==> src/rtl/dag_pkg.sv <==
package dag_pkg;
    typedef enum logic [3:0] {
        M_NONE    = 4'd0,
        M_DIRECT  = 4'd1,
        M_DISP    = 4'd2,
        M_INDEX   = 4'd3,
        M_POSTINC = 4'd4,
        M_POSTDEC = 4'd5,
        M_CIRCINC = 4'd6,
        M_CIRCDEC = 4'd7,
        M_BITREV  = 4'd8
    } mode_e;
endpackage

==> src/rtl/dag_circ_step.sv <==
module dag_circ_step #(
    parameter int AW = 24
) (
    input  logic [AW-1:0] cur,
    input  logic [AW-1:0] start,
    input  logic [AW-1:0] span,
    input  logic          down,
    output logic [AW-1:0] nxt
);
    logic [AW-1:0] last;

    always_comb begin
        last = start + span - AW'(1);
        if (down) nxt = (cur == start) ? last : cur - AW'(1);
        else      nxt = (cur == last) ? start : cur + AW'(1);
    end
endmodule

==> src/rtl/dag_bitrev_add.sv <==
module dag_bitrev_add #(
    parameter int AW = 24,
    parameter int BW = 5
) (
    input  logic [AW-1:0] a,
    input  logic [AW-1:0] b,
    input  logic [BW-1:0] nbits,
    output logic [AW-1:0] s
);
    logic c;

    always_comb begin
        c = 1'b0;
        s = a;
        for (int i = AW - 1; i >= 0; i--) begin
            if (i < int'(nbits)) begin
                s[i] = a[i] ^ b[i] ^ c;
                c    = (a[i] & b[i]) | (c & (a[i] ^ b[i]));
            end
        end
    end
endmodule

==> src/rtl/dsp_addr_gen.sv <==
module dsp_addr_gen
    import dag_pkg::*;
#(
    parameter int AW   = 24,
    parameter int NAR  = 8,
    parameter int DPW  = 8,
    parameter int FW   = 16,
    parameter int NBUF = 2,
    parameter int ARSW = $clog2(NAR),
    parameter int XW   = (NBUF > 1) ? $clog2(NBUF) : 1,
    parameter int WAW  = $clog2(NAR + 3 * NBUF + 2)
) (
    input  logic            clk,
    input  logic            rst_n,
    input  logic            req,
    input  logic [3:0]      mode,
    input  logic [ARSW-1:0] ar_sel,
    input  logic [XW-1:0]   xsel,
    input  logic [FW-1:0]   instr,
    input  logic [FW-1:0]   disp,
    input  logic            wr_en,
    input  logic [WAW-1:0]  wr_addr,
    input  logic [AW-1:0]   wr_data,
    output logic [AW-1:0]   ea,
    output logic            ea_valid
);
    localparam int BW     = $clog2(AW + 1);
    localparam int A_IDX  = NAR;
    localparam int A_BASE = NAR + NBUF;
    localparam int A_LEN  = NAR + 2 * NBUF;
    localparam int A_DP   = NAR + 3 * NBUF;
    localparam int A_BRN  = A_DP + 1;

    logic [NAR-1:0][AW-1:0]  ar_q;
    logic [NBUF-1:0][AW-1:0] idx_q, base_q, len_q;
    logic [DPW-1:0]          dp_q;
    logic [BW-1:0]           brn_q;

    mode_e         m;
    logic [AW-1:0] cur, step, circ_nxt, brev_nxt;
    logic [AW-1:0] ea_n, ar_n;
    logic          hit, upd;

    assign m    = mode_e'(mode);
    assign cur  = ar_q[ar_sel];
    assign step = idx_q[xsel];

    dag_circ_step #(.AW(AW)) i_circ (
        .cur   (cur),
        .start (base_q[xsel]),
        .span  (len_q[xsel]),
        .down  (m == M_CIRCDEC),
        .nxt   (circ_nxt)
    );

    dag_bitrev_add #(.AW(AW), .BW(BW)) i_brev (
        .a     (cur),
        .b     (step),
        .nbits (brn_q),
        .s     (brev_nxt)
    );

    // Next-value selection per mode
    always_comb begin
        hit  = 1'b1;
        upd  = 1'b0;
        ea_n = cur;
        ar_n = cur;
        unique case (m)
            M_DIRECT:  ea_n = {dp_q, instr};
            M_DISP:    ea_n = cur + {{(AW-FW){disp[FW-1]}}, disp};
            M_INDEX:   ea_n = cur + step;
            M_POSTINC: begin upd = 1'b1; ar_n = cur + AW'(1); end
            M_POSTDEC: begin upd = 1'b1; ar_n = cur - AW'(1); end
            M_CIRCINC,
            M_CIRCDEC: begin upd = 1'b1; ar_n = circ_nxt; end
            M_BITREV:  begin upd = 1'b1; ar_n = brev_nxt; end
            default:   hit = 1'b0;
        endcase
    end

    // Register state; a software write overrides a same-cycle post-modify
    always_ff @(posedge clk or negedge rst_n) begin
        if (!rst_n) begin
            ea       <= '0;
            ea_valid <= 1'b0;
            ar_q     <= '0;
            idx_q    <= '0;
            base_q   <= '0;
            len_q    <= '0;
            dp_q     <= '0;
            brn_q    <= '0;
        end else begin
            ea_valid <= req && hit;
            if (req && hit) ea <= ea_n;
            if (req && hit && upd) ar_q[ar_sel] <= ar_n;
            if (wr_en && wr_addr < WAW'(NAR)) ar_q[wr_addr[ARSW-1:0]] <= wr_data;
            for (int i = 0; i < NBUF; i++) begin
                if (wr_en && wr_addr == WAW'(A_IDX + i))  idx_q[i]  <= wr_data;
                if (wr_en && wr_addr == WAW'(A_BASE + i)) base_q[i] <= wr_data;
                if (wr_en && wr_addr == WAW'(A_LEN + i))  len_q[i]  <= wr_data;
            end
            if (wr_en && wr_addr == WAW'(A_DP))  dp_q  <= wr_data[DPW-1:0];
            if (wr_en && wr_addr == WAW'(A_BRN)) brn_q <= wr_data[BW-1:0];
        end
    end
endmodule

==> config.mk <==
export PLATFORM = sky130hd
export DESIGN_NAME = dsp_addr_gen
export DESIGN_NICKNAME = d
export VERILOG_FILES = /design/src/rtl/dag_pkg.sv /design/src/rtl/dag_circ_step.sv /design/src/rtl/dag_bitrev_add.sv /design/src/rtl/dsp_addr_gen.sv
export SDC_FILE = /design/constraint.sdc
export NUM_CORES = 1
export LEC_CHECK = 0
export ABC_AREA = 1
export BUFFER_PORTS_ARGS = -buffer_cell sky130_fd_sc_hd__buf_2
export CORE_MARGIN = 5
export CORE_UTILIZATION = 44
export CTS_BUF_LIST = sky130_fd_sc_hd__clkbuf_8
export CTS_CLUSTER_DIAMETER = 120
export DETAILED_ROUTE_END_ITERATION = 10
export PLACE_DENSITY = 0.68
export SLEW_MARGIN = 20
export SYNTH_ARGS = -nofsm -noshare
export SYNTH_HDL_FRONTEND = slang
export SYNTH_SLANG_ARGS = --single-unit
export TNS_END_PERCENT = 1
==> constraint.sdc <==
create_clock -name clk -period 23.8 [get_ports clk]
set_input_delay 4.76 -clock clk [delete_from_list [all_inputs] [get_ports clk]]
set_output_delay 4.76 -clock clk [all_outputs]
set_load 0.005 [all_outputs]
==> results.sh <==
export IMPL_place_area_um2=27800
export IMPL_maxSlewViolCount=0
export IMPL_critical_path_max_stage_delay_ns=0.45
export IMPL_port_buffers=96
export IMPL_worst_path_max_delay_cell="fa_1"
export IMPL_worst_slew_pin_slew_ns=1.21
export IMPL_yosysSeqAreaShare=0.346
export IMPL_fin_util=0.482
export IMPL_finalCriticalPeriod_ns=20.63
export IMPL_area_growth_pct=8.02
export IMPL_ys_types=59
export IMPL_drt_first_iter_violations=3805
export IMPL_wl_per_cell_um=23.7
export IMPL_die_h_um=258
export IMPL_gp_congestion=1.04
export IMPL_maxCapViolations=0
export IMPL_hold_class="reg -> reg"
export IMPL_core_um2=60600
export IMPL_drive_gt1_frac=0.0938
export IMPL_crit_required_ns=24.36
export IMPL_final_cells=4793
export IMPL_syn_area_um2=27000
export IMPL_slew_headroom=0.188
export IMPL_r2r_cells=70
export IMPL_clk_pin_slew_ns=0.06
export IMPL_yosys_register_bits=374
export IMPL_fin_tns_setup_ns=0
export IMPL_ant_nets=0
export IMPL_rows=90
export IMPL_final_area_um2=29200
export IMPL_ys_warn_count=0
export IMPL_nFillCells=6265
export IMPL_critPathLaunch="ar_sel[0]"
export IMPL_grt_pass1_wl_um=168000
export IMPL_nets=4128
export IMPL_detailedPlace_worstSlack_ns=2.64
export IMPL_crit_top_cell="fa_1"
export IMPL_r2r_slack_ns=7.74
export IMPL_dp_cells=4672
export IMPL_start_util=0.446
export IMPL_fin_crit_sh=0.867
export IMPL_routed_wl_um=114000
export IMPL_synth_edf_count=0
export IMPL_die_w_um=258
export IMPL_cts_resized=0
export IMPL_root_buffer="clkbuf_8"
export IMPL_netlist_area_leader_share=0.346
export IMPL_post_cts_buffers=0
export IMPL_max_freq_mhz=48.5
export IMPL_seqCellArea_um2=9360
export IMPL_antenna_found_initial=8
export IMPL_holdPathStages=2
export IMPL_drc=0
export IMPL_clock_latency_ns=0.68
export IMPL_status="complete, no violations"
export IMPL_rr_startpoint="ar_q[143]"
export IMPL_first_pass_iters=8
export IMPL_via_count=28600
export IMPL_cts_hold_buffers=0
export IMPL_multi_input_area_um2=15300
export IMPL_startpoint_type="primary input"
export IMPL_end_kind="flop"
export IMPL_crit_arrival_ns=21.19
export IMPL_fin_skew_ns=0.0540
export IMPL_synth_avg_cell_area_um2=6.83
export IMPL_cts_tree="yes"
export IMPL_htreeDepth=3
export IMPL_grt_overflow_total=0
export IMPL_cts_made_buffers=69
export IMPL_grt_max_degree=160
export IMPL_rsz0062_at_grt="no"
export IMPL_power_density_nw_per_um2=91.8
export IMPL_min_delay_start="base_q[30]"
export IMPL_leakage_nw=14.4
export IMPL_setup_ws_ns=3.17
export IMPL_dpl_hpwl_um=78400
export IMPL_boundaryPins=97
export IMPL_clk_path_buf_depth=3
export IMPL_worstSetupPathType="in -> reg"
export IMPL_hold_violations=0
export IMPL_syn_nets=4127
export IMPL_dieArea_um2=66500
export IMPL_viasPerCell=5.96
export IMPL_finalSetupViolCount=0
export IMPL_vdd_drop_max_v=0.0000433
export IMPL_synth_top_area_cell="dfrtp_1"
export IMPL_cts_sinks=374
export IMPL_netlist_instances=3960
export IMPL_grt_pass1_vias=26200
export IMPL_crit_fanout=67
export IMPL_yosys_top_cells_area="dfrtp_1 35%, nand2_1 17%, a21oi_1 7.7%"
export IMPL_ys_flop_type="dfrtp_1"
export IMPL_track_usage=0.330
export IMPL_async_flop_share=1.00
## synth_stat cells (all sizes together), types with 2 or more instances
| library cell | count |
|---|---|
| nand2 | 1256 |
| a21oi | 418 |
| dfrtp | 374 |
| nor2 | 339 |
| inv | 311 |
| o21ai | 300 |
| nand3 | 293 |
| clkbuf | 104 |
| buf | 96 |
| ha | 71 |
| a22oi | 69 |
| xor2 | 49 |
| mux2i | 48 |
| or2 | 38 |
| nand4 | 29 |
| fa | 24 |
| a31oi | 21 |
| nor3 | 20 |
| dlygate4sd1 | 19 |
| o211ai | 15 |
| a211oi | 11 |
| a221oi | 9 |
| xnor2 | 9 |
| clkinv | 8 |
| nand3b | 5 |
| o21a | 4 |
| o221ai | 4 |
| nor4 | 3 |
| o22ai | 3 |
| a21o | 2 |
| and2 | 2 |
| o21bai | 2 |
| o221a | 2 |
## worst paths after layout
check                             end
min in group asynchronous   len_q[45]
min reg2reg                base_q[30]
min                        base_q[30]
max                           ar_q[1]
max reg2reg                   ar_q[1]
max in group asynchronous   ar_q[133]
## worst max-delay path: cells and delay by family
family                     cells  cell delay, ns
buffers and inverters         13            1.50
adders and majority gates     23            9.09
and+or+nand+nor               33            5.30
AOI/OAI and AO/OA              3            0.43
## cell type report
class | instances | share of cell area
diodes | 3 | 0.000257
clock buffers | 86 | 0.0405
clock inverters | 32 | 0.00758
inverters | 319 | 0.0415
multi-input cells | 3048 | 0.525
flip-flops and latches | 374 | 0.320
well taps | 782 | 0.0335
repair buffers | 149 | 0.0310
## cells in the final DEF, fill, tap and decap left out, types with 28 or more instances in the layout
master	n
a21oi_1	417
a22oi_1	69
buf_2	93
buf_4	54
clkbuf_8	86
dfrtp_1	374
ha_1	71
inv_1	307
mux2i_1	48
nand2_1	1219
nand2_2	34
nand3_1	291
nand4_1	28
nor2_1	314
o21ai_0	262
o21ai_1	35
or2_2	28
xor2_1	49
## cells by family after synthesis
logic type | after synthesis | synth area share
and+or+nand+nor | 1985 | 0.304
AOI/OAI and AO/OA | 862 | 0.174
buffers and inverters | 538 | 0.0889
DFF | 374 | 0.346
adders and majority gates | 95 | 0.0506
xor gates and xnor gates | 58 | 0.0188
muxes | 48 | 0.0178
## per-layer routing
metal	wire length (µm)	GRT usage	up-vias	part of all wire
met5	47	0	-	0.00041
met4	6540	0.164	6	0.058
met3	15000	0.0868	347	0.13
met2	46600	0.476	1877	0.41
met1	45500	0.458	13300	0.40
li1	-	-	13000	-
## stage by stage
step	power, mW	hold slack (ns)
after detailed placement	2.00	0.466
after global placement	1.99	0.457
after CTS	2.65	0.479
after global routing	2.85	0.487
final	2.68	0.472
after floorplan	1.64	0.445
## where the power goes
part           switching, mW  leakage [nW]  total [mW]  internal, mW
Sequential            0.0936          4.53       0.885         0.791
Clock                  0.296         0.807       0.653         0.357
Combinational          0.776          9.10        1.14         0.369
Total                   1.17          14.4        2.68          1.52
## sequential cells by signal, indices dropped and copies added (netlist names)
name	flops
dp_q	8
base_q	48
idx_q	48
ea_valid	1
len_q	48
ar_q	192
ea	24
brn_q	5
(Power assumes the default switching activity.)
